### config.mk
export PLATFORM = sky130hd
export DESIGN_NAME = axi_burst_dma_chan
export DESIGN_NICKNAME = d
export VERILOG_FILES = /design/src/rtl/axi_dma_pkg.sv /design/src/rtl/dma_addr_ring.sv /design/src/rtl/dma_frame_flush.sv /design/src/rtl/dma_wr_mover.sv /design/src/rtl/dma_rd_mover.sv /design/src/rtl/axi_burst_dma_chan.sv
export SDC_FILE = /design/constraint.sdc
export NUM_CORES = 1
export LEC_CHECK = 0
export BUFFER_PORTS_ARGS = -buffer_cell sky130_fd_sc_hd__buf_2
export CORE_AREA = 2 2 161 163
export CTS_BUF_LIST = sky130_fd_sc_hd__clkbuf_4 sky130_fd_sc_hd__clkbuf_8
export CTS_CLUSTER_SIZE = 12
export DETAILED_ROUTE_END_ITERATION = 7
export DIE_AREA = 0 0 163 165
export PLACE_DENSITY = 0.39
export SLEW_MARGIN = 10
export SYNTH_ARGS = -nofsm -noshare
export SYNTH_HDL_FRONTEND = slang
export SYNTH_HIERARCHICAL = 1
export SYNTH_SLANG_ARGS = --single-unit
export TNS_END_PERCENT = 50
### constraint.sdc
create_clock -name clk -period 2.4 [get_ports clk]
set_input_delay 0.24 -clock clk [delete_from_list [all_inputs] [get_ports clk]]
set_output_delay 0.24 -clock clk [all_outputs]
set_load 0.01 [all_outputs]
### src/rtl/axi_dma_pkg.sv
`timescale 1ns/1ps
package axi_dma_pkg;
  localparam logic [1:0] AXI_BURST_INCR = 2'b01;

  function automatic logic [2:0] axi_size_code(input int bytes_per_beat);
    return 3'($clog2(bytes_per_beat));
  endfunction
endpackage

### src/rtl/dma_addr_ring.sv
`timescale 1ns/1ps
module dma_addr_ring #(
  parameter int          ADDR_W      = 32,
  parameter int          BUF_W       = 3,
  parameter logic [63:0] BASE_ADDR   = 64'h0,
  parameter int          FRAME_BYTES = 4096,
  parameter int          BURST_BYTES = 128
) (
  input  logic              clk,
  input  logic              rst_n,
  input  logic [BUF_W-1:0]  num_bufs,
  input  logic              step,
  input  logic              restart,
  output logic [ADDR_W-1:0] addr,
  output logic [BUF_W-1:0]  buf_idx
);
  localparam int OFS_W = $clog2(FRAME_BYTES + 1);
  localparam logic [OFS_W-1:0] LAST_OFS = OFS_W'(FRAME_BYTES - BURST_BYTES);

  logic [OFS_W-1:0] ofs_q, ofs_d;
  logic [BUF_W-1:0] idx_q, idx_d;
  logic [BUF_W:0]   idx_plus;
  logic             at_frame_end, at_last_buf;

  always_comb begin
    idx_plus     = {1'b0, idx_q} + {{BUF_W{1'b0}}, 1'b1};
    at_frame_end = (ofs_q == LAST_OFS);
    at_last_buf  = (idx_plus >= {1'b0, num_bufs});
    ofs_d = ofs_q;
    idx_d = idx_q;
    if (restart) begin
      ofs_d = '0;
    end else if (step) begin
      if (at_frame_end) begin
        ofs_d = '0;
        idx_d = at_last_buf ? '0 : idx_plus[BUF_W-1:0];
      end else begin
        ofs_d = ofs_q + OFS_W'(BURST_BYTES);
      end
    end
  end

  always_ff @(posedge clk or negedge rst_n) begin
    if (!rst_n) begin
      ofs_q <= '0;
      idx_q <= '0;
    end else if (restart || step) begin
      ofs_q <= ofs_d;
      idx_q <= idx_d;
    end
  end

  assign addr    = ADDR_W'(BASE_ADDR) + (ADDR_W'(idx_q) * ADDR_W'(FRAME_BYTES)) + ADDR_W'(ofs_q);
  assign buf_idx = idx_q;

  // a frame wrap moves to the next buffer or back to zero
  a_r8_wrap_index: assert property (@(posedge clk) disable iff (!rst_n)
    (step && !restart && at_frame_end) |=> (idx_q == '0 || idx_q == $past(idx_q) + BUF_W'(1)));
  // a step inside a frame keeps the buffer index
  a_r8_step_in_frame: assert property (@(posedge clk) disable iff (!rst_n)
    (step && !restart && !at_frame_end) |=> $stable(idx_q));
endmodule

### src/rtl/dma_frame_flush.sv
`timescale 1ns/1ps
module dma_frame_flush #(
  parameter int FLUSH_CYCLES = 8
) (
  input  logic clk,
  input  logic rst_n,
  input  logic frame_sync,
  input  logic busy,
  output logic flush,
  output logic restart,
  output logic inhibit
);
  localparam int FL_W = $clog2(FLUSH_CYCLES + 1);

  logic [FL_W-1:0] cnt_q, cnt_d;
  logic            pend_q, pend_d;
  logic            start;

  always_comb begin
    start  = (frame_sync || pend_q) && !busy;
    pend_d = pend_q;
    if (start)                   pend_d = 1'b0;
    else if (frame_sync && busy) pend_d = 1'b1;
    cnt_d = cnt_q;
    if (start)                 cnt_d = FL_W'(FLUSH_CYCLES);
    else if (cnt_q != '0)      cnt_d = cnt_q - FL_W'(1);
  end

  always_ff @(posedge clk or negedge rst_n) begin
    if (!rst_n) begin
      cnt_q  <= '0;
      pend_q <= 1'b0;
    end else begin
      cnt_q  <= cnt_d;
      pend_q <= pend_d;
    end
  end

  assign flush   = (cnt_q != '0);
  assign restart = start;
  assign inhibit = pend_q || flush || frame_sync;

  // the write FIFO is never flushed while a write burst is open
  a_r9_flush_when_idle: assert property (@(posedge clk) disable iff (!rst_n)
    flush |-> !busy);
  // a sync during a burst does not flush on the following cycle
  a_r10_deferred: assert property (@(posedge clk) disable iff (!rst_n)
    (frame_sync && busy && !flush) |=> !flush);
endmodule

### src/rtl/dma_wr_mover.sv
`timescale 1ns/1ps
module dma_wr_mover #(
  parameter int DATA_W    = 64,
  parameter int BURST_LEN = 16,
  parameter int LVL_W     = 12
) (
  input  logic              clk,
  input  logic              rst_n,
  input  logic [LVL_W-1:0]  level,
  input  logic              inhibit,
  input  logic              grant,
  input  logic              awready,
  input  logic              wready,
  input  logic [DATA_W-1:0] fifo_data,
  output logic              req,
  output logic              awvalid,
  output logic              wvalid,
  output logic              wlast,
  output logic [DATA_W-1:0] wdata,
  output logic              pop,
  output logic              burst_start,
  output logic              burst_end,
  output logic              busy
);
  localparam int BEAT_W = (BURST_LEN > 1) ? $clog2(BURST_LEN) : 1;
  localparam logic [BEAT_W-1:0] LAST_BEAT = BEAT_W'(BURST_LEN - 1);

  logic              pend_q, pend_d, act_q, act_d;
  logic [BEAT_W-1:0] beat_q, beat_d;
  logic              fire;

  always_comb begin
    busy        = pend_q || act_q;
    req         = !busy && !inhibit && (level >= LVL_W'(BURST_LEN));
    awvalid     = pend_q;
    burst_start = pend_q && awready;
    wvalid      = act_q;
    fire        = act_q && wready;
    wlast       = act_q && (beat_q == LAST_BEAT);
    burst_end   = fire && (beat_q == LAST_BEAT);
    pop         = fire;
    wdata       = fifo_data;

    pend_d = pend_q;
    if (req && grant)     pend_d = 1'b1;
    else if (burst_start) pend_d = 1'b0;

    act_d = act_q;
    if (burst_end && act_q)          act_d = 1'b0;
    else if (burst_start && !act_q)  act_d = 1'b1;

    beat_d = beat_q;
    if (burst_end) beat_d = '0;
    else if (fire) beat_d = beat_q + BEAT_W'(1);
  end

  always_ff @(posedge clk or negedge rst_n) begin
    if (!rst_n) begin
      pend_q <= 1'b0;
      act_q  <= 1'b0;
      beat_q <= '0;
    end else begin
      pend_q <= pend_d;
      act_q  <= act_d;
      beat_q <= beat_d;
    end
  end

  // address valid holds until accepted
  a_r4_aw_hold: assert property (@(posedge clk) disable iff (!rst_n)
    (awvalid && !awready) |=> awvalid);
  // the data phase follows the address handshake
  a_r4_data_follows: assert property (@(posedge clk) disable iff (!rst_n)
    burst_start |=> wvalid);
  // the path is quiet after the last beat
  a_r5_end_quiet: assert property (@(posedge clk) disable iff (!rst_n)
    burst_end |=> (!wvalid && !awvalid));
endmodule

### src/rtl/dma_rd_mover.sv
`timescale 1ns/1ps
module dma_rd_mover #(
  parameter int DATA_W      = 64,
  parameter int LVL_W       = 12,
  parameter int RD_LOW_MARK = 16
) (
  input  logic              clk,
  input  logic              rst_n,
  input  logic [LVL_W-1:0]  level,
  input  logic              grant,
  input  logic              arready,
  input  logic              rvalid,
  input  logic              rlast,
  input  logic [DATA_W-1:0] rdata,
  output logic              req,
  output logic              arvalid,
  output logic              rready,
  output logic              burst_start,
  output logic              burst_end,
  output logic              push,
  output logic [DATA_W-1:0] push_data
);
  logic pend_q, pend_d, act_q, act_d;
  logic fire;

  always_comb begin
    req         = !pend_q && !act_q && (level <= LVL_W'(RD_LOW_MARK));
    arvalid     = pend_q;
    burst_start = pend_q && arready;
    rready      = act_q;
    fire        = act_q && rvalid;
    burst_end   = fire && rlast;
    push        = fire;
    push_data   = rdata;

    pend_d = pend_q;
    if (req && grant)     pend_d = 1'b1;
    else if (burst_start) pend_d = 1'b0;

    act_d = act_q;
    if (burst_end && act_q)         act_d = 1'b0;
    else if (burst_start && !act_q) act_d = 1'b1;
  end

  always_ff @(posedge clk or negedge rst_n) begin
    if (!rst_n) begin
      pend_q <= 1'b0;
      act_q  <= 1'b0;
    end else begin
      pend_q <= pend_d;
      act_q  <= act_d;
    end
  end

  // read address valid holds until accepted
  a_r4_ar_hold: assert property (@(posedge clk) disable iff (!rst_n)
    (arvalid && !arready) |=> arvalid);
  // ready drops after the last beat
  a_r6_end_quiet: assert property (@(posedge clk) disable iff (!rst_n)
    burst_end |=> !rready);
  // no read request while a read burst is open
  a_r7_rd_one_round: assert property (@(posedge clk) disable iff (!rst_n)
    (arvalid || rready) |-> !req);
endmodule

### src/rtl/axi_burst_dma_chan.sv
`timescale 1ns/1ps
module axi_burst_dma_chan
  import axi_dma_pkg::*;
#(
  parameter int          ADDR_W       = 32,
  parameter int          DATA_W       = 64,
  parameter int          BURST_LEN    = 16,
  parameter int          LVL_W        = 12,
  parameter int          BUF_W        = 3,
  parameter int          FRAME_BYTES  = 4096,
  parameter int          RD_LOW_MARK  = 16,
  parameter int          FLUSH_CYCLES = 8,
  parameter logic [63:0] BASE_ADDR    = 64'h0
) (
  input  logic                clk,
  input  logic                rst_n,
  input  logic [BUF_W-1:0]    num_bufs,
  input  logic                frame_sync,
  input  logic [LVL_W-1:0]    wf_level,
  input  logic [DATA_W-1:0]   wf_data,
  output logic                wf_pop,
  output logic                wf_flush,
  input  logic [LVL_W-1:0]    rf_level,
  output logic                rf_push,
  output logic [DATA_W-1:0]   rf_data,
  output logic                wr_req,
  input  logic                wr_grant,
  output logic                wr_start,
  output logic                wr_end,
  output logic [BUF_W-1:0]    wr_buf_idx,
  output logic                rd_req,
  input  logic                rd_grant,
  output logic                rd_start,
  output logic                rd_end,
  output logic [BUF_W-1:0]    rd_buf_idx,
  output logic                bresp_err,
  output logic [ADDR_W-1:0]   m_awaddr,
  output logic [7:0]          m_awlen,
  output logic [2:0]          m_awsize,
  output logic [1:0]          m_awburst,
  output logic                m_awvalid,
  input  logic                m_awready,
  output logic [DATA_W-1:0]   m_wdata,
  output logic [DATA_W/8-1:0] m_wstrb,
  output logic                m_wlast,
  output logic                m_wvalid,
  input  logic                m_wready,
  input  logic [1:0]          m_bresp,
  input  logic                m_bvalid,
  output logic                m_bready,
  output logic [ADDR_W-1:0]   m_araddr,
  output logic [7:0]          m_arlen,
  output logic [2:0]          m_arsize,
  output logic [1:0]          m_arburst,
  output logic                m_arvalid,
  input  logic                m_arready,
  input  logic [DATA_W-1:0]   m_rdata,
  input  logic                m_rlast,
  input  logic                m_rvalid,
  output logic                m_rready
);
  localparam int BEAT_BYTES  = DATA_W / 8;
  localparam int BURST_BYTES = BURST_LEN * BEAT_BYTES;
  localparam logic [7:0] LEN_CODE  = 8'(BURST_LEN - 1);
  localparam logic [2:0] SIZE_CODE = axi_size_code(BEAT_BYTES);

  logic wr_busy, wr_inhibit, wr_restart;
  logic err_q, err_d;

  dma_frame_flush #(.FLUSH_CYCLES(FLUSH_CYCLES)) u_flush (
    .clk(clk), .rst_n(rst_n), .frame_sync(frame_sync), .busy(wr_busy),
    .flush(wf_flush), .restart(wr_restart), .inhibit(wr_inhibit)
  );

  dma_wr_mover #(.DATA_W(DATA_W), .BURST_LEN(BURST_LEN), .LVL_W(LVL_W)) u_wr (
    .clk(clk), .rst_n(rst_n), .level(wf_level), .inhibit(wr_inhibit),
    .grant(wr_grant), .awready(m_awready), .wready(m_wready), .fifo_data(wf_data),
    .req(wr_req), .awvalid(m_awvalid), .wvalid(m_wvalid), .wlast(m_wlast),
    .wdata(m_wdata), .pop(wf_pop), .burst_start(wr_start), .burst_end(wr_end),
    .busy(wr_busy)
  );

  dma_rd_mover #(.DATA_W(DATA_W), .LVL_W(LVL_W), .RD_LOW_MARK(RD_LOW_MARK)) u_rd (
    .clk(clk), .rst_n(rst_n), .level(rf_level), .grant(rd_grant),
    .arready(m_arready), .rvalid(m_rvalid), .rlast(m_rlast), .rdata(m_rdata),
    .req(rd_req), .arvalid(m_arvalid), .rready(m_rready), .burst_start(rd_start),
    .burst_end(rd_end), .push(rf_push), .push_data(rf_data)
  );

  dma_addr_ring #(.ADDR_W(ADDR_W), .BUF_W(BUF_W), .BASE_ADDR(BASE_ADDR),
                  .FRAME_BYTES(FRAME_BYTES), .BURST_BYTES(BURST_BYTES)) u_wr_ring (
    .clk(clk), .rst_n(rst_n), .num_bufs(num_bufs), .step(wr_end),
    .restart(wr_restart), .addr(m_awaddr), .buf_idx(wr_buf_idx)
  );

  dma_addr_ring #(.ADDR_W(ADDR_W), .BUF_W(BUF_W), .BASE_ADDR(BASE_ADDR),
                  .FRAME_BYTES(FRAME_BYTES), .BURST_BYTES(BURST_BYTES)) u_rd_ring (
    .clk(clk), .rst_n(rst_n), .num_bufs(num_bufs), .step(rd_end),
    .restart(1'b0), .addr(m_araddr), .buf_idx(rd_buf_idx)
  );

  assign m_awlen   = LEN_CODE;
  assign m_awsize  = SIZE_CODE;
  assign m_awburst = AXI_BURST_INCR;
  assign m_arlen   = LEN_CODE;
  assign m_arsize  = SIZE_CODE;
  assign m_arburst = AXI_BURST_INCR;
  assign m_wstrb   = '1;
  assign m_bready  = 1'b1;

  always_comb begin
    err_d = err_q;
    if (m_bvalid && (m_bresp == 2'b10 || m_bresp == 2'b11)) err_d = 1'b1;
  end

  always_ff @(posedge clk or negedge rst_n) begin
    if (!rst_n) err_q <= 1'b0;
    else        err_q <= err_d;
  end

  assign bresp_err = err_q;

  // the error flag is sticky
  a_r11_sticky: assert property (@(posedge clk) disable iff (!rst_n)
    bresp_err |=> bresp_err);
  // addresses hold while waiting for the handshake
  a_r4_awaddr_stable: assert property (@(posedge clk) disable iff (!rst_n)
    (m_awvalid && !m_awready) |=> $stable(m_awaddr));
  a_r4_araddr_stable: assert property (@(posedge clk) disable iff (!rst_n)
    (m_arvalid && !m_arready) |=> $stable(m_araddr));
  // no write request while a write burst is open
  a_r7_wr_one_round: assert property (@(posedge clk) disable iff (!rst_n)
    (m_awvalid || m_wvalid) |-> !wr_req);
endmodule

Word level (Yosys, flattened, before mapping)
Cells that the tools add are included.
{"block": "totals", "ff_bits": 46, "latchBits": 0, "ram_bits": 0, "romBits": 0, "inputBits": 168, "out_inout_bits": 248, "mem_count": 0}
{"block": "classes", "addsub": 8, "multipliers": 0, "n_div": 0, "order_cmp": 4, "n_eq_ne": 5, "shift": 0, "mux": 20, "bitwise": 1, "reduce_logical": 43}
{"operator": "$mux 13", "n": 4}
{"operator": "$add 15x13->16", "n": 2}
{"operator": "$add 13x8->13 const B", "n": 2}
{"operator": "$eq 13x12->1 const B", "n": 2}
{"operator": "$logic_and 1x1->1", "n": 20}
{"operator": "$mux 4", "n": 4}
{"operator": "$reduce_bool 2->1", "n": 8}
{"operator": "$ge 12x5->1 const B", "n": 1}
{"operator": "$le 12x5->1 const B", "n": 1}
{"operator": "$mux 1", "n": 10}
{"operator": "$add 3x1->4 const B", "n": 2}
{"operator": "$ge 4x3->1", "n": 2}
{"operator": "$logic_or 1x1->1", "n": 6}
{"operator": "$mux 3", "n": 2}
{"operator": "$logic_not 1->1", "n": 5}
{"operator": "$add 4x1->4 const B", "n": 1}
{"operator": "$eq 2x2->1 const B", "n": 2}
{"operator": "$eq 4x4->1 const B", "n": 1}
{"operator": "$reduce_and 2->1", "n": 2}
{"operator": "$reduce_and 4->1", "n": 1}
{"operator": "$reduce_bool 4->1", "n": 1}
{"operator": "$sub 4x1->4 const B", "n": 1}
{"operator": "$not 1->1", "n": 1}

Longest topological paths before layout
Gate-level depths: netlist of run 1.
{"block": "depth", "depth_word": 8, "depth_mapped": 8}

By module
The synthesis of run 1 kept the hierarchy.
{"module": "dma_addr_ring", "n_inst": 2, "cells_per_inst": 89, "area_each_um2": 803.3, "seq_area_each_um2": 225.2}
{"module": "dma_wr_mover", "n_inst": 1, "cells_per_inst": 97, "area_each_um2": 798.3, "seq_area_each_um2": 150.1}
{"module": "dma_rd_mover", "n_inst": 1, "cells_per_inst": 79, "area_each_um2": 626.9, "seq_area_each_um2": 50.0}
{"module": "axi_burst_dma_chan", "n_inst": 1, "cells_per_inst": 39, "area_each_um2": 302.8, "seq_area_each_um2": 25.0}
{"module": "dma_frame_flush", "n_inst": 1, "cells_per_inst": 24, "area_each_um2": 241.5, "seq_area_each_um2": 125.1}

Worst setup path after synthesis of run 1
No wires, ideal clock.
{"block": "synth_path", "path_type": "register -> register", "startpoint": "register u_wr.beat_q[0]", "endpoint": "register u_wr_ring.idx_q[2] (netlist: u_wr_ring/buf_idx[2])", "t_arrival_ns": 2.010, "required_ns": 2.299, "path_slack_ns": 0.290, "path_stages_with_launch": 9, "path_buffers": 1, "synth_period_minus_slack_ns": 2.110, "path_cell_list": "dfrtp_1 -> ha_1 -> nand3_1 -> nor2_1 -> buf_2 -> nand3_1 -> or4_4 -> nand2b_4 -> o311ai_2"}
{"block": "synth_via", "elab_chain_cells": 4}
{"element": "start: declaration", "line": "dma_wr_mover.sv:29", "rtl": "logic [BEAT_W-1:0] beat_q, beat_d;"}
{"element": "start signal: assignment", "line": "dma_wr_mover.sv:65", "rtl": "beat_q <= beat_d;"}
{"element": "$eq 4x4->1 (*)", "line": "dma_wr_mover.sv:40", "rtl": "burst_end = fire && (beat_q == LAST_BEAT);"}
{"element": "$logic_and 1x1->1 (*)", "line": "dma_wr_mover.sv:40"}
{"element": "via wr_end", "line": "axi_burst_dma_chan.sv:29", "rtl": "output logic wr_end,"}
{"element": "$logic_or 1x1->1", "line": "dma_addr_ring.sv:47", "rtl": "end else if (restart || step) begin"}
{"element": "$reduce_and 4->1 (no line) (*)"}
{"element": "end signal: assignment", "line": "dma_addr_ring.sv:49", "rtl": "idx_q <= idx_d;"}
{"element": "end: declaration", "line": "dma_addr_ring.sv:21", "rtl": "logic [BUF_W-1:0] idx_q, idx_d;"}
Mark *: on every way through the listed nets, which the timed path passes. The rest lies on a longest branch.
A chain may end at the register's enable or synchronous reset.

Worst setup path in the final report of run 1
{"block": "layout_path", "startpoint": "register u_flush.cnt_q[0]", "endpoint": "output wr_req"}
{"block": "layout_via", "elab_chain_cells": 6}
{"element": "start: declaration", "line": "dma_frame_flush.sv:15", "rtl": "logic [FL_W-1:0] cnt_q, cnt_d;"}
{"element": "start signal: assignment", "line": "dma_frame_flush.sv:34", "rtl": "cnt_q <= cnt_d;"}
{"element": "$reduce_bool 4->1", "line": "dma_frame_flush.sv:39", "rtl": "assign flush = (cnt_q != '0);"}
{"element": "$logic_or 1x1->1 (2 in series)", "line": "dma_frame_flush.sv:41", "rtl": "assign inhibit = pend_q || flush || frame_sync;"}
{"element": "via wr_inhibit", "line": "axi_burst_dma_chan.sv:67", "rtl": "logic wr_busy, wr_inhibit, wr_restart;"}
{"element": "$logic_not 1->1", "line": "dma_wr_mover.sv:34", "rtl": "req = !busy && !inhibit && (level >= LVL_W'(BURST_LEN));"}
{"element": "$logic_and 1x1->1 (2 in series)", "line": "dma_wr_mover.sv:34"}
{"element": "end: declaration", "line": "axi_burst_dma_chan.sv:26", "rtl": "output logic wr_req,"}
The timed path passes the listed nets, and every way through them passes these cells.

==> impl_results.md, run 1 <==
* Outcome: complete, no violations
* PD cells at 586 nW/µm²
* Drt initial violations at 36
* CP Max Fanout at 3
* Critical path capture point type: output port
* R2R cell count at 7
* Peak VDD IR at 0.000278 V
* # IOs at 416
* Worst Max-Slew Pin Slew at 872 ps
* Routability cong. at 0.663
* Via count at 2108
* Post-synthesis cell area at 3580 µm²
* Slack of the critical path at 99.0 ps
* Mapped Cells at 417
* Startpoint Class: register
* CTS clock-pin slew for the worst setup and hold paths at 80 ps
* Worst skew pair latency at 300 ps
* Share of layout cells above drive strength 1 at 30.9%
* Die Wd at 163 µm
* Root buf cell: clkbuf_8
* Synth warn at 6
* Mux cell area share after synthesis at 0.630%
* Post-layout power at 0.00188 W
* Fin crit period at 2300 ps
* Row cnt at 58
* Post-place setup slack at 295 ps
* Leakage power at 1.67 nW
* Via density at 3.02
* Reg2reg end: u_wr_ring/buf_idx[2]
* Post-synthesis compound-gate area fraction at 7.24%
* Most frequent cells in the layout: 88 x conb_1, 73 x buf_2, 32 x dfrtp_1
* H-Tree Level Count at 2
* Max Cap Viol at 0
* WHS at 47.3 ps
* Post-route DRC at 0
* Reg2Reg Setup Slack at 370 ps
* Fin Clk Skew at 2.48 ps
* WP data required at 2160 ps
* # port buffers at 73
* DP Area at 3060 µm²
* Critical path class: reg2out
* Initial antenna violation count at 0
* Gr usage total at 5.40%
* Vias in the first global route at 1844
* CTS Buf Count at 5
* Post-Synth XOR/XNOR Area at 2.45%
* Max Root-Sink Buffers at 2
* Post-Synth Adder-Cell Area at 5.60%
* TritonRoute pass-1 iters at 4
* Die ar. at 26900 µm²
* Final hold vios at 0
* Synth unique cells at 45
* Layout area overhead at -10.0%
* Fill cells at 2904
* Register area share after synthesis at 22.4%
* Initial core utilization at 14.3%
* Maximum clock rate at 435 MHz
* NumNets Final at 552
* Post-route ant nets at 0
* Period utilization at 95.9%
* Mean Syn Cell Area at 8.58 µm²
* Yosys reg bits at 32
* Antenna Diode Count at 0
* Endpoints failing setup at 0
* Synthesized-area fraction occupied by and/or/nand/nor cells at 13.4%
* # hold bufs at CTS at 0
* Wire per inst at 11.0 µm
* Reg2reg start: u_wr_ring/buf_idx[1]
* Most common cell after layout, fill and taps aside: conb_1
* Routed WL at 7660 µm
* Rel. slew slack at 41.9%
* First-pass GRT wire length at 10600 µm
* Final cell area excluding filler cells at 3220 µm²
* Largest net degree at the start of global routing at 33
* Largest family of logic cells by synthesized area: buffers and inverters
* GRT overflow at 0
* DP Wirelength at 6020 µm
* Die H at 165 µm
* Core Box Area at 25000 µm²
* CP arrival at 2060 ps
* Tightest Hold Check Type: in2async
* CTS tree: done
* Clock sinks at 32
* Pins Over Slew Limit at 0
layer usage:
metal	track usage, %	up-vias	part of all wire (%)
li1	-	954	-
met4	6.11	0	9.2
met5	0	-	0
met1	6.10	940	39
met3	2.34	69	10
met2	7.09	145	41
kinds of logic (layout without fill, tap and decap cells):
family	count (synthesis)	in the layout
xor+xnor	10	10
fa+ha+maj	16	16
buf+inv	236	104
simple gates	84	84
mux	2	2
flops	32	32
other cells	4	88
compound gates	33	33
worst max path at each step:
stage	from	endpoint	slack, ps	depth (start not counted)
floorplan	u_wr/beat_q[0]	u_wr_ring/buf_idx[2]	290	8
global placement	u_flush/cnt_q[0]	wr_req	310	6
detailed placement	u_flush/cnt_q[0]	wr_req	300	6
CTS	u_flush/cnt_q[0]	wr_req	30	6
global route	u_flush/cnt_q[0]	wr_req	-10	6
finish	u_flush/cnt_q[0]	wr_req	100	6
where the power goes:
| part | leakage (nW) | total (W) | switching, W | internal (W) |
|---|---|---|---|---|
| clock | 0.0586 | 0.000571 | 0.000251 | 0.000320 |
| sequential | 0.423 | 0.000719 | 0.0000882 | 0.000631 |
| combinational | 1.19 | 0.000594 | 0.000327 | 0.000267 |
| total | 1.67 | 0.00188 | 0.000666 | 0.00122 |
flip-flops by register name, indices dropped and copies added (netlist names):
register	cells
u_rd_ring/ofs_q	6
u_wr_ring/ofs_q	6
u_flush/cnt_q	4
u_wr/beat_q	4
u_rd_ring/buf_idx	3
u_wr_ring/buf_idx	3
bresp_err	1
u_flush/pend_q	1
u_rd/arvalid	1
u_rd/rready	1
u_wr/awvalid	1
u_wr/wvalid	1
area by class of cell:
class / count / area [µm²] / area share [%]
multi-input cells: 233 / 1400 / 43.5
well taps: 330 / 413 / 12.8
clock inverters: 2 / 35.0 / 1.09
flip-flops and latches: 32 / 801 / 24.9
clock buffers: 6 / 76.3 / 2.37
inverters: 12 / 45.0 / 1.40
repair buffers: 84 / 448 / 13.9
Yosys cell counts (all sizes together):
library cell / number / area (µm²)
nand3: 17 / 95.1
a21o: 3 / 22.5
a21oi: 7 / 35.0
a311oi: 4 / 35.0
nor4: 4 / 37.5
o311ai: 2 / 32.5
a31oi: 2 / 12.5
nand2b: 8 / 65.1
or4b: 1 / 10.0
a22o: 1 / 8.76
or3b: 1 / 8.76
or4: 2 / 22.5
ha: 16 / 200
buf: 222 / 1660
conb: 4 / 15.0
nor3b: 2 / 15.0
and3: 3 / 18.8
xnor2: 4 / 35.0
or3: 4 / 27.5
clkbuf: 2 / 7.51
a211o: 1 / 8.76
mux2: 2 / 22.5
dfrtp: 32 / 801
a211oi: 2 / 20.0
o41ai: 1 / 16.3
o31ai: 1 / 7.51
o21ai: 6 / 30.0
xor2: 6 / 52.6
inv: 12 / 45.0
nor2: 18 / 67.6
or2: 1 / 8.76
a41oi: 2 / 17.5
o22ai: 1 / 12.5
nand2: 16 / 60.1
nor3: 1 / 5.00
nor2b: 1 / 6.26
nand4: 2 / 12.5
and2: 3 / 18.8
stage by stage:
step / setup TNS (ps) / cells / utilization [%]
2_1_floorplan: 0 / 501 / -
3_3_place_gp: 0 / 687 / 12.2
3_5_place_dp: 0 / 687 / 12.2
4_1_cts: 0 / 695 / 12.7
5_1_grt: -10.3 / 699 / 12.8
6_report: 0 / 699 / 12.8
critical path, stage by stage (launching register included):
cell and delay, ps:
dfrtp_1 420, inv_2 80, ha_4 120, or3b_4 390
or3_4 340, a211oi_2 230, buf_2 170
what timing repair did:
| item | CTS | global route |
|---|---|---|
| endpoints found under the setup margin | 1 | 1 |
| setup buffers | 0 | 4 |
| pin swaps | 1 | 2 |
| cloned | 0 | 0 |
| resized for setup | 1 | 5 |
No activity file was read; power rests on OpenSTA's default activity.
==> run 2: changes to the inputs <==
--- a/config.mk
+++ b/config.mk
@@ -6,15 +6,14 @@
 export NUM_CORES = 1
 export LEC_CHECK = 0
 export BUFFER_PORTS_ARGS = -buffer_cell sky130_fd_sc_hd__buf_2
-export CORE_AREA = 2 2 161 163
-export CTS_BUF_LIST = sky130_fd_sc_hd__clkbuf_4 sky130_fd_sc_hd__clkbuf_8
+export CORE_AREA = 2 2 164 166
+export CTS_BUF_LIST = sky130_fd_sc_hd__clkbuf_8
 export CTS_CLUSTER_SIZE = 12
 export DETAILED_ROUTE_END_ITERATION = 7
-export DIE_AREA = 0 0 163 165
-export PLACE_DENSITY = 0.39
+export DIE_AREA = 0 0 166 168
+export PLACE_DENSITY = 0.37
 export SLEW_MARGIN = 10
 export SYNTH_ARGS = -nofsm -noshare
 export SYNTH_HDL_FRONTEND = slang
-export SYNTH_HIERARCHICAL = 1
 export SYNTH_SLANG_ARGS = --single-unit
 export TNS_END_PERCENT = 50
==> run 2 against run 1 <==
Against the previous run: clock power grew 5.6%; wire length grew 2.4%; synthesized cell count shrank 3.6%; die area grew 3.7%.
==> impl_results.md, run 2 <==
* Outcome: complete, no violations
* Post-synthesis cell area at 3480 µm² (-2.6%)
* Die H at 168 µm (+1.8%)
* Via density at 2.97 (-1.4%)
* Maximum clock rate at 504 MHz (+16%)
* Mapped Cells at 402 (-3.6%)
* Area occupied by multi-input gates at 1290 µm² (-7.4%)
* R2R cell count at 7 (unchanged)
* Post-synth EDFFs at 0 (unchanged)
* Most common cell after layout, fill and taps aside: conb_1
* # port buffers at 73 (unchanged)
* Yosys reg bits at 32 (unchanged)
* Initial antenna violation count at 0 (unchanged)
* Drt initial violations at 100 (+180%)
* Pins Over Slew Limit at 0 (unchanged)
* # IOs at 416 (unchanged)
* Mean Syn Cell Area at 8.67 µm² (+1.1%)
* Sequential cell area at 801 µm² (unchanged)
* Max Cap Viol at 0 (unchanged)
* Met1 Resource Use GR at 5.79% (-0.30 points)
* Mux cell area share after synthesis at 1.51% (+0.88 points)
* H-Tree Level Count at 2 (unchanged)
* Met3 usage at 3.83% (+1.5 points)
* CP arrival at 1740 ps (-320 ps)
* Worst Setup SP: u_rd.arvalid
* Endpoints failing setup at 0 (unchanged)
* Max Root-Sink Buffers at 2 (unchanged)
* Post-route ant nets at 0 (unchanged)
* Largest family of logic cells by synthesized area: buffers and inverters
* Dominant synthesized flop cell: dfrtp_1
* Core Box Area at 26400 µm² (+5.2%)
* Tightest Hold Check Type: in2async
* Final hold vios at 0 (unchanged)
* Register area share after synthesis at 23.0% (+0.59 points)
* Commonest cells post-synth: 219 x buf_4, 32 x dfrtp_1, 18 x nand2_1
* Synth warn at 0 (-6)
* GRT overflow at 0 (unchanged)
* DP Wirelength at 6430 µm (+6.7%)
* M2 GR Usage at 7.54% (+0.45 points)
* Fin crit period at 1980 ps (-317 ps)
* CTS tree: done
* Gr usage total at 5.55% (+0.14 points)
* Antenna Diode Count at 0 (unchanged)
* Post-synth top area share at 47.2% (+1.2 points)
* Row cnt at 60 (+3.4%)
* Most frequent cells in the layout: 81 x conb_1, 73 x buf_2, 32 x dfrtp_1
* Share of layout cells above drive strength 1 at 26.5% (-4.4 points)
* # hold bufs at CTS at 0 (unchanged)
* Routability cong. at 0.676 (+2.1%)
* Clock sinks at 32 (unchanged)
* Post_cts resized at 0 (-1)
* Fin Clk Skew at 4.86 ps (+2.39 ps)
* Die Wd at 166 µm (+1.8%)
* Top cells by area, synth: buf_4 47%, dfrtp_1 23%, ha_1 5.7%
* Post-layout power at 0.00183 W (-2.7%)
* Layout area overhead at -12.0%
* Routed WL at 7840 µm (+2.4%)
* CP Max Fanout at 4 (+1)
* Period utilization at 82.6% (-13 points)
* Largest net degree at the start of global routing at 33 (unchanged)
* CTS clock-pin slew for the worst setup and hold paths at 70 ps (about the same)
* Share of flip-flops with an asynchronous set or reset at 100% (unchanged)
* Wire per inst at 11.5 µm (+4.5%)
* Post-synthesis compound-gate area fraction at 7.18% (-0.061 points)
* PD cells at 598 nW/µm² (+2.0%)
* Top-count cell post-synth: buf_4
* Initial core utilization at 13.2% (-1.1 points)
* CTS Buf Count at 5 (unchanged)
* Synthesized-area fraction occupied by and/or/nand/nor cells at 11.2% (-2.2 points)
* Postcts setup bufs at 0 (unchanged)
* Final TNS setup at 0 ps (unchanged)
* Rel. slew slack at 42.1% (+0.22 points)
* Worst skew pair latency at 300 ps (about the same)
* Startpoint Class: register
* Post-Synth XOR/XNOR Area at 2.76% (+0.32 points)
* Die ar. at 27900 µm² (+3.7%)
* Via count at 2037 (-3.4%)
* NumNets Final at 527 (-4.5%)
* GRT busiest layer: met2
* Leakage power at 1.56 nW (-6.7%)
* First-pass GRT wire length at 11300 µm (+6.6%)
* Critical path capture point type: output port
* TritonRoute pass-1 iters at 4 (unchanged)
* Post-route DRC at 0 (unchanged)
* Post-Synth Adder-Cell Area at 5.75% (+0.15 points)
* RSZ-0062 raised after global routing: no
* Fill cells at 3060 (+5.4%)
* Worst Max-Slew Pin Slew at 868 ps (-3.23 ps)
* Yosys top cell by area: buf_4
* WP data required at 2160 ps (about the same)
* Top Registers: u_rd_ring.ofs_q: 6 flops, u_wr_ring.ofs_q: 6 flops
* Synth unique cells at 43 (-4.4%)
* Vias in the first global route at 1831 (-0.70%)
* Critical path class: reg2out
* Peak VDD IR at 0.000238 V (-15%)
* Root buf cell: clkbuf_8
* Reg2reg start: u_rd_ring.buf_idx[0]
[run 2: changes by cell type in the layout (fill, tap and decap cells not counted), moves of 4 or more]
cell / before / now
a311oi_1: 4 / 0
buf_4: 11 / 2
conb_1: 88 / 81
nor2_1: 18 / 14
nand3_1: 15 / 9
[run 2: where the power goes]
group | internal (W) | leakage, nW | switching, W
clock network | 0.000367 | 0.0645 | 0.000236
logic | 0.000197 | 1.08 | 0.000296
registers | 0.000639 | 0.412 | 0.0000977
[run 2: metrics by stage]
step | utilization, % | hold slack [ps] | instances | instance area (µm²) | worst slack [ps]
after floorplan | - | -55.6 | 481 | 3780 | 575
after global routing | 11.6 | 103 | 685 | 3070 | 249
after detailed placement | 11.2 | 434 | 677 | 2940 | 471
final | 11.6 | 41.5 | 685 | 3070 | 416
after CTS | 11.6 | 83.1 | 685 | 3070 | 347
after global placement | 11.2 | 431 | 677 | 2940 | 468
[run 2: worst paths after layout]
| kind | to | slack, ps |
|---|---|---|
| max in group asynchronous | u_flush.cnt_q[3] | 1800 |
| min | u_rd_ring.ofs_q[10] | 40 |
| max | rd_req | 420 |
| min in group clk | bresp_err | 140 |
| max reg2reg | u_rd_ring.buf_idx[1] | 480 |
| min reg2reg | bresp_err | 470 |
[run 2: routing by layer]
layer,wire (µm),part of all wire (%)
met2,3280,42
met3,1140,15
met1,2910,37
met4,520,6.6
met5,0,0
[run 2: area by class of cell]
class	instances	share of cell area (%)
multi-input cells	219	42.2
flip-flops and latches	32	26.1
well taps	341	13.9
repair buffers	75	12.4
clock buffers	7	3.14
inverters	10	1.22
clock inverters	1	0.979
[run 2: kinds of logic (layout without fill, tap and decap cells)]
group           after synthesis  after routing
simple gates                 71             71
buf+inv                     230             93
flops                        32             32
fa+ha+maj                    16             16
xor+xnor                     11             11
mux                           5              5
other cells                   2             81
compound gates               35             35
[run 2: critical path: stages (launching register included)]
cell and delay, ps:
dfrtp_1 420, nor4_1 320, nand3_1 110, nor4_1 370
buf_2 220
==> run 3: changes to the inputs <==
--- a/config.mk
+++ b/config.mk
@@ -11,7 +11,7 @@
 export CTS_CLUSTER_SIZE = 12
 export DETAILED_ROUTE_END_ITERATION = 7
 export DIE_AREA = 0 0 166 168
-export PLACE_DENSITY = 0.37
+export PLACE_DENSITY = 0.39
 export SLEW_MARGIN = 10
 export SYNTH_ARGS = -nofsm -noshare
 export SYNTH_HDL_FRONTEND = slang
==> constraint.sdc (replaced) <==
create_clock -name clk -period 1.6 [get_ports clk]
set_input_delay 0.16 -clock clk [delete_from_list [all_inputs] [get_ports clk]]
set_output_delay 0.16 -clock clk [all_outputs]
set_load 0.01 [all_outputs]
==> run 3 against run 2 <==
Against the previous run: the flow now finishes with violations (setup timing); total power is 63% higher; combinational power grew 100%; clock power rose by 46%; sequential share of layout area down 3.6 points; worst hold slack better by 3.7 ps; clock skew rose by 8.3 ps; non-clock buffer count up 41; core utilization rose by 1.9 points; register-to-register slack worse by 630 ps; design area grew 17%; first-iteration DRC count grew 21%; largest power group unchanged.
==> impl_results.md, run 3 (synthesized netlist as in run 2, its figures left out) <==
* Outcome: finished, violations left
* Failing checks: setup timing
* Layout area overhead at 2.66%
* Endpoints failing setup at 7 (+7)
* Max Root-Sink Buffers at 2 (unchanged)
* Period utilization at 110%
* First-pass GRT wire length at 12100 µm (+7.6%)
* Gr usage total at 5.85% (+0.30 points)
* Core Box Area at 26400 µm² (unchanged)
* Antenna Diode Count at 0 (unchanged)
* Rel. slew slack at 65.1% (+23 points)
* Share of layout cells above drive strength 1 at 41.3% (+15 points)
* Tightest Hold Check Type: in2reg
* Initial core utilization at 13.2% (unchanged)
* Root buf cell: clkbuf_8
* Startpoint Class: register
* CP arrival at 1960 ps (+220 ps)
* Via density at 2.96 (-0.46%)
* Via count at 2149 (+5.5%)
* Pins Over Slew Limit at 0 (unchanged)
* CTS tree: done
* Post-route ant nets at 0 (unchanged)
* Top Registers: u_rd_ring.ofs_q: 6 flops, u_wr_ring.ofs_q: 6 flops
* CTS Buf Count at 5 (unchanged)
* TritonRoute pass-1 iters at 4 (unchanged)
* Post-layout power at 0.00299 W (+63%)
* Wire per inst at 11.5 µm (+0.21%)
* Fin crit period at 1750 ps
* Critical path class: reg2reg
* Leakage power at 1.75 nW (+12%)
* Die ar. at 27900 µm² (unchanged)
* WP data required at 1810 ps (-350 ps)
* H-Tree Level Count at 2 (unchanged)
* PD cells at 835 nW/µm² (+40%)
* RSZ-0062 raised after global routing: yes
* DP Wirelength at 6700 µm (+4.3%)
* Most frequent cells in the layout: 81 x conb_1, 69 x buf_2, 39 x buf_4
* Reg2Reg Setup Slack at -150 ps (-630 ps)
* Max Cap Viol at 0 (unchanged)
* # port buffers at 73 (unchanged)
* Vias in the first global route at 2045 (+12%)
* Routed WL at 8330 µm (+6.2%)
* Utilization after layout at 13.6% (+1.9 points)
* Critical path capture point type: register
* Largest net degree at the start of global routing at 19 (-42%)
* Row cnt at 60 (unchanged)
* Peak VDD IR at 0.000239 V (+0.79%)
* Post-route DRC at 0 (unchanged)
* Initial antenna violation count at 0 (unchanged)
* Die H at 168 µm (unchanged)
* Routability cong. at 0.678 (+0.28%)
* Drt initial violations at 121 (+21%)
* Worst skew pair latency at 310 ps (about the same)
* Post-place setup slack at -104 ps (-576 ps)
* NumNets Final at 568 (+7.8%)
* Clock sinks at 32 (unchanged)
* Most common cell after layout, fill and taps aside: conb_1
* Fill cells at 3020 (-1.3%)
* CTS clock-pin slew for the worst setup and hold paths at 90 ps (+20 ps)
* CP Max Fanout at 2 (-2)
* Fin Clk Skew at 13.1 ps (+8.26 ps)
* GRT overflow at 0 (unchanged)
* Slack of the critical path at -154 ps (-570 ps)
* Final hold vios at 0 (unchanged)
* Worst Max-Slew Pin Slew at 520 ps (-348 ps)
* Die Wd at 166 µm (unchanged)
* # IOs at 416 (unchanged)
* Maximum clock rate at 570 MHz
## run 3: path summary, 6_finish.rpt
kind,cells after the start,start,endpoint
worst max register to register,8,u_rd_ring.buf_idx[0],u_rd_ring.buf_idx[1]
min in group asynchronous,2,rst_n,u_rd_ring.buf_idx[1]
worst min-delay path,2,m_bresp[1],bresp_err
max in group asynchronous,3,rst_n,u_wr.beat_q[0]
worst max-delay path,8,u_rd_ring.buf_idx[0],u_rd_ring.buf_idx[1]
worst min register to register,1,bresp_err,bresp_err
## run 3: worst max-delay path: stages, from the launching register on
cell     delay, ps
dfrtp_2        420
buf_6          120
ha_4           150
xor2_1         140
ha_1           320
nand2_2         70
o21ai_2        130
nor2_1          50
mux2_2         250
## run 3: per-stage QoR
stage,hold WS [ps],std cells,setup TNS (ps),instance area [µm²]
finish,45.2,726,-627,3580
detailed placement,168,707,-404,3210
global placement,172,707,-430,3210
CTS,9.49,725,-995,3530
floorplan,-136,481,-482,3820
global route,10.2,726,-1440,3580
## run 3: repair_timing
item / CTS / global route
resized for setup: 30 / 10
buffers inserted: 9 / 1
pin swaps: 11 / 12
endpoints found under the hold margin: 14 / 0
endpoints found under the setup margin: 15 / 18
hold buffers: 1 / 0
## run 3: final cells by class
type / instances / area, µm² / share of cell area [%]
flip-flops and latches: 32 / 806 / 22.5
inverters: 10 / 37.5 / 1.05
clock buffers: 5 / 68.8 / 1.92
multi-input cells: 219 / 1470 / 41.1
repair buffers: 116 / 727 / 20.3
clock inverters: 3 / 42.5 / 1.19
well taps: 341 / 427 / 11.9
## run 3: power by group
| group | internal (W) | switching, W | total, W |
|---|---|---|---|
| sequential | 0.000958 | 0.000133 | 0.00109 |
| combinational | 0.000459 | 0.000555 | 0.00101 |
| clock | 0.000462 | 0.000420 | 0.000883 |
| total | 0.00188 | 0.00111 | 0.00299 |
## run 3: per-layer routing
| layer | global-route usage [%] | part of all wire, % | up-vias |
|---|---|---|---|
| met5 | 0 | 0 | - |
| met4 | 4.50 | 6.7 | 0 |
| met3 | 2.94 | 11 | 60 |
| met2 | 9.33 | 45 | 164 |
| met1 | 5.86 | 37 | 946 |
| li1 | - | - | 979 |
